### config.mk
export PLATFORM = sky130hd
export DESIGN_NAME = tsa_assigner
export DESIGN_NICKNAME = d
export VERILOG_FILES = /design/src/rtl/tsa_pkg.sv /design/src/rtl/tsa_frame_timer.sv /design/src/rtl/tsa_cmd_mem.sv /design/src/rtl/tsa_bit_router.sv /design/src/rtl/tsa_assigner.sv
export SDC_FILE = /design/constraint.sdc
export NUM_CORES = 1
export LEC_CHECK = 0
export BUFFER_PORTS_ARGS = -buffer_cell sky130_fd_sc_hd__buf_2
export CAP_MARGIN = 30
export CORE_MARGIN = 10
export CORE_UTILIZATION = 45
export CTS_CLUSTER_SIZE = 20
export DETAILED_ROUTE_END_ITERATION = 12
export PLACE_DENSITY = 0.63
export SLEW_MARGIN = 25
export SYNTH_ARGS = -nofsm -noshare
export SYNTH_HDL_FRONTEND = slang
export SYNTH_SLANG_ARGS = --single-unit
### constraint.sdc
create_clock -name clk -period 3.2 [get_ports clk]
set_clock_uncertainty 0.05 [all_clocks]
set_input_delay 0.48 -clock clk [delete_from_list [all_inputs] [get_ports clk]]
set_output_delay 0.48 -clock clk [all_outputs]
set_load 0.03 [all_outputs]
### src/rtl/tsa_pkg.sv
package tsa_pkg;
    localparam int SUB_N = 8;
    localparam int SUB_W = $clog2(SUB_N);
    localparam int CH_W  = 5;
    localparam int CFG_W = 16;

    typedef struct packed {
        logic             cbus;
        logic             direct;
        logic             half;
        logic [SUB_N-1:0] mask;
        logic [CH_W-1:0]  ch;
    } tsa_entry_t;

    typedef enum logic [1:0] {
        CP_IDLE,
        CP_ARMED,
        CP_FETCH
    } cp_state_t;

    typedef enum logic {
        PH_EVEN,
        PH_ODD
    } phase_t;
endpackage

### src/rtl/tsa_frame_timer.sv
module tsa_frame_timer
    import tsa_pkg::*;
#(
    parameter int N_SLOTS = 32
) (
    input  logic                       clk,
    input  logic                       rst_n,
    input  logic                       fsync,
    output logic [$clog2(N_SLOTS)-1:0] slot_o,
    output logic [SUB_W-1:0]           bit_o,
    output logic                       par_o
);
    localparam int SLOT_W = $clog2(N_SLOTS);
    localparam logic [SLOT_W-1:0] LAST_SLOT = SLOT_W'(N_SLOTS - 1);
    localparam logic [SUB_W-1:0]  LAST_BIT  = SUB_W'(SUB_N - 1);

    phase_t phase_q, phase_d;
    logic [SLOT_W-1:0] slot_q;
    logic [SUB_W-1:0]  bit_q;
    logic              end_of_slot;
    logic              frame_start;

    // phase state register
    always_ff @(posedge clk or negedge rst_n) begin
        if (!rst_n) phase_q <= PH_EVEN;
        else        phase_q <= phase_d;
    end

    always_comb begin
        end_of_slot = (bit_q == LAST_BIT);
        frame_start = fsync || (end_of_slot && slot_q == LAST_SLOT);
        phase_d     = phase_q;
        if (frame_start) begin
            unique case (phase_q)
                PH_EVEN: phase_d = PH_ODD;
                PH_ODD:  phase_d = PH_EVEN;
                default: phase_d = PH_EVEN;
            endcase
        end
    end

    always_ff @(posedge clk or negedge rst_n) begin
        if (!rst_n) begin
            slot_q <= '0;
            bit_q  <= '0;
        end else if (fsync) begin
            slot_q <= '0;
            bit_q  <= '0;
        end else if (end_of_slot) begin
            bit_q  <= '0;
            slot_q <= (slot_q == LAST_SLOT) ? '0 : slot_q + 1'b1;
        end else begin
            bit_q  <= bit_q + 1'b1;
        end
    end

    always_comb begin
        slot_o = slot_q;
        bit_o  = bit_q;
        par_o  = (phase_q == PH_ODD);
    end
endmodule

### src/rtl/tsa_cmd_mem.sv
module tsa_cmd_mem
    import tsa_pkg::*;
#(
    parameter int N_SLOTS = 32
) (
    input  logic                       clk,
    input  logic                       rst_n,
    input  logic                       cfg_wr,
    input  logic                       cfg_sel,
    input  logic [CFG_W-1:0]           cfg_wdata,
    input  logic [$clog2(N_SLOTS)-1:0] cur_slot,
    output tsa_entry_t                 cur_entry,
    output logic [CFG_W-1:0]           cfg_rdata
);
    localparam int SLOT_W = $clog2(N_SLOTS);

    cp_state_t   state_q, state_d;
    logic [SLOT_W-1:0] addr_q;
    tsa_entry_t  mem_q [N_SLOTS];
    tsa_entry_t  rdata_q;
    logic        addr_load;
    logic        data_wr;
    logic        commit;
    logic        fetch;

    // control-port state register
    always_ff @(posedge clk or negedge rst_n) begin
        if (!rst_n) state_q <= CP_IDLE;
        else        state_q <= state_d;
    end

    always_comb begin
        addr_load = cfg_wr && !cfg_sel;
        data_wr   = cfg_wr && cfg_sel;
        state_d   = state_q;
        if (addr_load) begin
            state_d = cfg_wdata[CFG_W-1] ? CP_FETCH : CP_ARMED;
        end else begin
            unique case (state_q)
                CP_IDLE:  state_d = CP_IDLE;
                CP_ARMED: if (data_wr) state_d = CP_IDLE;
                CP_FETCH: state_d = CP_IDLE;
                default:  state_d = CP_IDLE;
            endcase
        end
        commit = data_wr && (state_q == CP_ARMED);
        fetch  = (state_q == CP_FETCH);
    end

    always_ff @(posedge clk or negedge rst_n) begin
        if (!rst_n)         addr_q <= '0;
        else if (addr_load) addr_q <= cfg_wdata[SLOT_W-1:0];
    end

    always_ff @(posedge clk or negedge rst_n) begin
        if (!rst_n) begin
            for (int i = 0; i < N_SLOTS; i++) mem_q[i] <= '0;
        end else if (commit) begin
            mem_q[addr_q] <= tsa_entry_t'(cfg_wdata);
        end
    end

    always_ff @(posedge clk or negedge rst_n) begin
        if (!rst_n)     rdata_q <= '0;
        else if (fetch) rdata_q <= mem_q[addr_q];
    end

    always_comb begin
        cur_entry = mem_q[cur_slot];
        cfg_rdata = rdata_q;
    end
endmodule

### src/rtl/tsa_bit_router.sv
module tsa_bit_router
    import tsa_pkg::*;
#(
    parameter int N_SLOTS = 32
) (
    input  logic                       clk,
    input  logic                       rst_n,
    input  tsa_entry_t                 entry,
    input  logic [$clog2(N_SLOTS)-1:0] slot_i,
    input  logic [SUB_W-1:0]           bit_i,
    input  logic                       par_i,
    input  logic                       csma_mode,
    input  logic                       rx_din_direct,
    input  logic                       rx_din_matrix,
    input  logic                       tx_bit,
    input  logic                       mtx_dout,
    output logic [CH_W-1:0]            ch_id,
    output logic                       rx_bit,
    output logic                       rx_valid,
    output logic                       tx_valid,
    output logic                       tx_dout_direct,
    output logic                       cb_pull_n
);
    logic [SUB_N-1:0] replay_q [N_SLOTS];
    logic             bit_sel;
    logic             active;
    logic             replay;
    logic             tx_eff;

    always_comb begin
        bit_sel = entry.mask[bit_i];
        active  = bit_sel && (!entry.half || !par_i);
        replay  = entry.half && par_i;
        tx_eff  = replay ? replay_q[slot_i][bit_i] : tx_bit;
    end

    // even-frame capture of half-rate transmit bits
    always_ff @(posedge clk or negedge rst_n) begin
        if (!rst_n) begin
            for (int i = 0; i < N_SLOTS; i++) replay_q[i] <= '0;
        end else if (entry.half && !par_i && bit_sel) begin
            replay_q[slot_i][bit_i] <= tx_bit;
        end
    end

    always_comb begin
        ch_id          = entry.ch;
        rx_valid       = active;
        tx_valid       = active;
        rx_bit         = entry.direct ? rx_din_direct : rx_din_matrix;
        tx_dout_direct = entry.direct ? (bit_sel ? tx_eff : 1'b1) : mtx_dout;
        cb_pull_n      = !(entry.cbus && !csma_mode && bit_sel && !tx_eff);
    end
endmodule

### src/rtl/tsa_assigner.sv
module tsa_assigner
    import tsa_pkg::*;
#(
    parameter int N_SLOTS = 32
) (
    input  logic             clk,
    input  logic             rst_n,
    input  logic             fsync,
    input  logic             csma_mode,
    input  logic             cfg_wr,
    input  logic             cfg_sel,
    input  logic [15:0]      cfg_wdata,
    output logic [15:0]      cfg_rdata,
    input  logic             rx_din_direct,
    input  logic             rx_din_matrix,
    output logic             rx_bit,
    output logic             rx_valid,
    input  logic             tx_bit,
    output logic             tx_valid,
    input  logic             mtx_dout,
    output logic             tx_dout_direct,
    output logic [4:0]       ch_id,
    output logic             cb_pull_n
);
    localparam int SLOT_W = $clog2(N_SLOTS);

    tsa_entry_t        cur_entry;
    logic [SLOT_W-1:0] cur_slot;
    logic [SUB_W-1:0]  cur_bit;
    logic              cur_par;

    tsa_frame_timer #(.N_SLOTS(N_SLOTS)) u_timer (
        .clk    (clk),
        .rst_n  (rst_n),
        .fsync  (fsync),
        .slot_o (cur_slot),
        .bit_o  (cur_bit),
        .par_o  (cur_par)
    );

    tsa_cmd_mem #(.N_SLOTS(N_SLOTS)) u_mem (
        .clk       (clk),
        .rst_n     (rst_n),
        .cfg_wr    (cfg_wr),
        .cfg_sel   (cfg_sel),
        .cfg_wdata (cfg_wdata),
        .cur_slot  (cur_slot),
        .cur_entry (cur_entry),
        .cfg_rdata (cfg_rdata)
    );

    tsa_bit_router #(.N_SLOTS(N_SLOTS)) u_route (
        .clk            (clk),
        .rst_n          (rst_n),
        .entry          (cur_entry),
        .slot_i         (cur_slot),
        .bit_i          (cur_bit),
        .par_i          (cur_par),
        .csma_mode      (csma_mode),
        .rx_din_direct  (rx_din_direct),
        .rx_din_matrix  (rx_din_matrix),
        .tx_bit         (tx_bit),
        .mtx_dout       (mtx_dout),
        .ch_id          (ch_id),
        .rx_bit         (rx_bit),
        .rx_valid       (rx_valid),
        .tx_valid       (tx_valid),
        .tx_dout_direct (tx_dout_direct),
        .cb_pull_n      (cb_pull_n)
    );
endmodule

# Yosys cells after proc, flatten, opt, wreduce, memory -nomap -nowiden
# Cells that the tools add are included.
# W data, S select, Z words.
[classes]
n_addsub = 2
magnitude_cmp = 6
n_eq_ne = 5
n_mux = 35
n_bitwise = 3
n_reduce_logical = 23
[ops]
columns = ["op", "n"]
rows = [
  ["$bwmux W512", 1],
  ["$bwmux W256", 1],
  ["$bmux W16 S5", 2],
  ["$demux W16 S5", 1],
  ["$mux W16", 5],
  ["$bmux W8 S5", 1],
  ["$demux W8 S5", 1],
  ["$mux W8", 3],
  ["$mux W5", 3],
  ["$logic_and A1 B1 Y1", 14],
  ["$ge A6 B6 Y1 const B", 2],
  ["$lt A6 B1 Y1 const B", 2],
  ["$not A5 Y6", 2],
  ["$mux W2", 4],
  ["$mux W1", 7],
  ["$bmux W1 S3", 2],
  ["$logic_not A1 Y1", 6],
  ["$mux W3", 2],
  ["$add A5 B1 Y5 const B", 1],
  ["$eq A5 B5 Y1 const B", 1],
  ["$lt A3 B4 Y1 const B", 1],
  ["$add A3 B1 Y3 const B", 1],
  ["$demux W1 S3", 1],
  ["$eq A3 B3 Y1 const B", 1],
  ["8 further kinds", 9],
]
[word_totals]
register_bits = 800
inputBits = 26
output_inout_bits = 26
word_cells = 276

# Longest topological paths before layout
[depth]
ltp_word = 10
mapped_depth = 14

# Hierarchy
# Synthesis repeated with hierarchy kept, for this count alone.
[unflattened]
cells_unflattened = 3162
hier_area_um2 = 42458.2
[by_module_without_submodules]
columns = ["module", "n_inst", "cells_per_inst", "area_each_um2", "seq_area_each_um2"]
rows = [
  ["tsa_cmd_mem", 1, 1900, 28601.2, 13387.8],
  ["tsa_bit_router", 1, 1223, 13421.6, 6406.1],
  ["tsa_frame_timer", 1, 39, 435.4, 225.2],
]

# Worst setup path before layout
# OpenSTA, ideal clock, no wires.
[synth_path]
path_kind = "register to output"
start = "reg u_timer.slot_q[1], in the netlist u_timer.slot_o[1]"
end = "out tx_dout_direct"
t_arrival_ns = 2.937
required_ns = 2.670
setup_slack_ns = -0.267
stages_incl_launch_ff = 12
path_buffers = 6
path_cell_list = "dfrtp_1 -> clkbuf_1 -> buf_2 -> buf_2 -> buf_2 -> buf_2 -> buf_2 -> mux4_2 -> mux2i_1 -> nor2_1 -> nor2_1 -> mux2i_1"
[synth_via]
elab_chain_len = 9
word_cells_on_any_way = 15
cone_classes = "mux (13); bitwise (1); reduce/logical (1)"
[synth_lines]
columns = ["item", "line", "text"]
rows = [
  ["start: declaration", "tsa_frame_timer.sv:18", "logic [SLOT_W-1:0] slot_q;"],
  ["start signal: assignment", "tsa_frame_timer.sv:51", "slot_q <= (slot_q == LAST_SLOT) ? '0 : slot_q + 1'b1;"],
  ["$not A5 Y6 (not written as such) (*)", "tsa_cmd_mem.sv:69, tsa_bit_router.sv:34", ""],
  ["$bmux W8 S5", "tsa_bit_router.sv:34", "tx_eff = replay ? replay_q[slot_i][bit_i] : tx_bit;"],
  ["$mux W8 (not written as such) (2 in a row)", "tsa_bit_router.sv:34", ""],
  ["$bmux W1 S3", "tsa_bit_router.sv:34", ""],
  ["$mux W1 (not written as such)", "tsa_bit_router.sv:34", ""],
  ["$mux W1", "tsa_bit_router.sv:34", ""],
  ["$mux W1", "tsa_bit_router.sv:51", "tx_dout_direct = entry.direct ? (bit_sel ? tx_eff : 1'b1) : mtx_dout;"],
  ["$mux W1 (*)", "tsa_bit_router.sv:51", ""],
  ["end: declaration", "tsa_assigner.sv:21", "output logic tx_dout_direct,"],
]
# Every way passes the cells marked *; elsewhere a longest branch is shown, timed or not. The select of a mux whose other input is x is not followed.

# Worst setup path in the final report
[layout_path]
start = "reg u_timer.slot_q[0], in the netlist u_timer.slot_o[0]"
end = "out cb_pull_n"
[layout_via]
elab_chain_len = 10
word_cells_on_any_way = 18
cone_classes = "mux (11); bitwise (1); reduce/logical (6)"
[layout_lines]
columns = ["item", "line", "text"]
rows = [
  ["$not A5 Y6 (not written as such) (*)", "tsa_cmd_mem.sv:69, tsa_bit_router.sv:34", ""],
  ["$bmux W8 S5", "tsa_bit_router.sv:34", ""],
  ["$mux W8 (not written as such) (2 in a row)", "tsa_bit_router.sv:34", ""],
  ["$bmux W1 S3", "tsa_bit_router.sv:34", ""],
  ["$mux W1 (not written as such)", "tsa_bit_router.sv:34", ""],
  ["$mux W1", "tsa_bit_router.sv:34", ""],
  ["$logic_not A1 Y1", "tsa_bit_router.sv:52", "cb_pull_n = !(entry.cbus && !csma_mode && bit_sel && !tx_eff);"],
  ["$logic_and A1 B1 Y1 (*)", "tsa_bit_router.sv:52", ""],
  ["$logic_not A1 Y1 (*)", "tsa_bit_router.sv:52", ""],
  ["end: declaration", "tsa_assigner.sv:23", "output logic cb_pull_n"],
]
# Marked as above.

==> results.toml <==
[global_route]
grt_max_degree = 257
grt_pass1_wl_mm = 215.2
antenna_found_initial = 7
grt_use_total_pct = 26.48
first_global_vias = 32320
overflow = 0

[yosys]
synth_top_area_share_pct = 47.20
syn-instance-count = 3181
syn_avg_cell_area_um2 = 13.33
synth_edf_count = 0
synth_fp_nets = 3214
synthTopCellsByArea = "dfrtp_1, mux2_2, mux4_2"
synthArstFlopShare_pct = 100.0
netlist_area_mm2 = 0.04241
yosys_most_used_dff = "dfrtp_1"
ys_types = 56
synth-seq-cells = 800
yosysTopAreaCell = "dfrtp_1"
synth_seq_area_share_pct = 47.20
synth.yosys.warnings = 0

[timing]
fmax_mhz = 240.2
setup_viol = 266
period_needed_ns = 4.163
fin_tns_setup_ns = -117.35
drv_slew = 0
tightest_slew_ns = 1.132
slew_headroom_pct = 24.54
fin_crit_sh_pct = 130.1
rsz0062_at_grt = "yes"
hold_viol_final = 0
fin_ws_ns = -0.9629
holdWs_ns = 0.05979

[die]
die_w_um = 327.0
die_height_um = 327.0
coreArea_mm2 = 0.09347
io_pins = 52
start_util_pct = 45.38
rows = 112
dieArea_mm2 = 0.1069

[worst_setup_path]
cp-startpoint = "u_timer.slot_o[0]"
critPathArrivalTime_ns = 3.63
worstSetupEndpointType = "output port"
crit_type = "reg -> out"
r2r_start = "u_timer.slot_o[1]"
r2r_slack_ns = -0.56
crit_chain = "buf_6 -> buf_4 -> nand4b_4 -> buf_4 -> buf_4 -> buf_4 -> o22ai_1 -> nor4_1 -> buf_4 -> nand2_1 -> a22oi_2 -> nand4_1 -> a21oi_4 -> buf_12 -> nand2_8 -> buf_6"
start_kind = "flop"
worstReg2RegEnd = "u_route.replay_q[230]"
required_ns = 2.67
rr_worst_depth = 17
max_stage_delay_ns = 0.50
crit_top_cell = "buf_4"
crit_fanout = 4
cpMaxStageDelayCell = "dfrtp_4"

[power_and_ir_drop]
power.density_mw_per_mm2 = 499.9
vdd_drop_max_mv = 0.5879
power.leakage_uw = 0.02222
p_total_uw = 26050

[clocking]
cts.sinks = 800
path_clk_slew_ns = 0.06
clockRootBuffer = "clkbuf_16"
cts_made_buffers = 90
ctsLongestPathBuffers = 3
clk_latency_ns = 0.69
cts_tree = "yes"
h-tree-depth = 3

[final_layout]
drive_gt1_share_pct = 49.74
area_growth_pct = 22.87
nets = 3459

[outcome]
run_status = "finished, violations left"
violations = "setup timing"

[hold_path]
worstHoldStart = "fsync"
min_path_type = "in -> reg"
whs_path_depth = 2
holdPathEnd = "u_timer.bit_o[2]"

[routing]
vias_per_cell = 6.596
drtIter0Drc = 3455
routed_wl_mm = 146.4
drc = 0
drt.antenna.violating_nets = 0
route.vias.total = 31380
dr.pass1.iters = 6
routedWlPerCell_um = 30.77

[placement]
detailed_place_hpwl_mm = 93.31
gp_congestion = 0.9103
pre_cts_ws_ns = -0.4845
port_buffers = 51

[job]
max-cap-violations = 0
-- stage by stage --
stage / utilization, % / cell area [µm²] / std cells
floorplan: - / 42470 / 3181
global placement: 49.45 / 46220 / 4505
detailed placement: 49.45 / 46220 / 4505
CTS: 54.75 / 51170 / 4729
global route: 55.76 / 52120 / 4758
finish: 55.76 / 52120 / 4758
-- how the worst max path moves through the flow --
stage,endpoint,cells after the start
floorplan,cb_pull_n,13
global placement,cb_pull_n,13
detailed placement,u_route.replay_q[104],14
CTS,cb_pull_n,15
global route,tx_dout_direct,14
finish,cb_pull_n,16
-- flip-flops by register name, summed over array words and instances, names as in the netlist --
name              flops
u_timer.slot_o        5
u_mem.mem_q         512
u_timer.bit_o         3
u_mem.state_q         2
u_route.replay_q    256
u_mem.addr_q          5
u_mem.cfg_rdata      16
u_timer.par_o         1
-- cell usage in the layout, fill, tap and decap left out, drive strengths merged, types with 26 or more instances in the layout --
master / synthesis / layout
nor4: 33 / 33
buf: 129 / 478
o21ai: 26 / 26
clkbuf: 207 / 129
mux2: 789 / 789
nand2: 78 / 78
clkinv: 3 / 31
o22ai: 129 / 129
nand4: 241 / 241
mux4: 204 / 204
dfrtp: 800 / 800
nor2: 79 / 79
mux2i: 273 / 273
-- routing by layer --
metal	up-vias	track usage [%]	part of all wire (%)
met3	442	5.344	8.4
met4	8	12.76	5.1
li1	12760	-	-
met2	1691	41.95	47
met5	-	0	0.042
met1	16480	34.64	39
-- critical path, delay by kind of cell, from the launching register on --
kind	cells	cell delay, ns
buffers and inverters	8	1.20
AO/OA/AOI/OAI	3	0.42
AND/OR/NAND/NOR	5	0.82
flip-flops	1	0.50
-- where the power goes --
group,internal [µW],switching [µW],total (µW)
Combinational,1610,2140,3750
Sequential,10800,603,11400
Clock,6370,4530,10900
-- logic make-up after synthesis --
logic type               Yosys count  share of synthesized area, %
AO/OA/AOI/OAI                    241                         3.758
flip-flops                       800                         47.20
buffers and inverters            346                         3.599
adder cells (fa/ha/maj)            7                        0.2065
XOR/XNOR                           1                       0.02065
multiplexers                    1266                         38.22
AND/OR/NAND/NOR                  520                         6.994
-- what timing repair did --
action / CTS / global route
cloned: 21 / 5
pin swaps: 23 / 27
gates resized for setup: 250 / 122
setup buffers: 35 / 25
endpoints found under the setup margin: 266 / 266
endpoints found under the hold margin: 44 / 0
hold buffers: 2 / 0
-- cell usage after synthesis, types with 6 or more instances --
master / instances
dfrtp_1: 800
mux2_2: 679
mux2i_1: 273
nand4_1: 241
mux4_2: 204
clkbuf_1: 203
o22ai_1: 129
mux2_1: 110
buf_2: 79
nor2_1: 79
nand2_1: 78
nor4_1: 33
buf_1: 31
o21ai_0: 26
a21oi_1: 22
a221oi_1: 22
a22oi_1: 17
and4_1: 16
buf_6: 14
and2_1: 12
nor2b_1: 9
nor3_1: 8
ha_1: 7
inv_1: 7
a22o_1: 6
a32o_1: 6
nand3_1: 6
nand4bb_1: 6
-- layout make-up --
cell class	instances	area, µm²
timing repair buffer	489	5284
fill	7520	41350
tap	1254	1569
inverter	10	42.54
clock buffer	124	2600
sequential	800	20040
multi-input combinational	2035	22060
clock inverter	44	516.7
antenna	2	5.005
(Power assumes the default switching activity.)
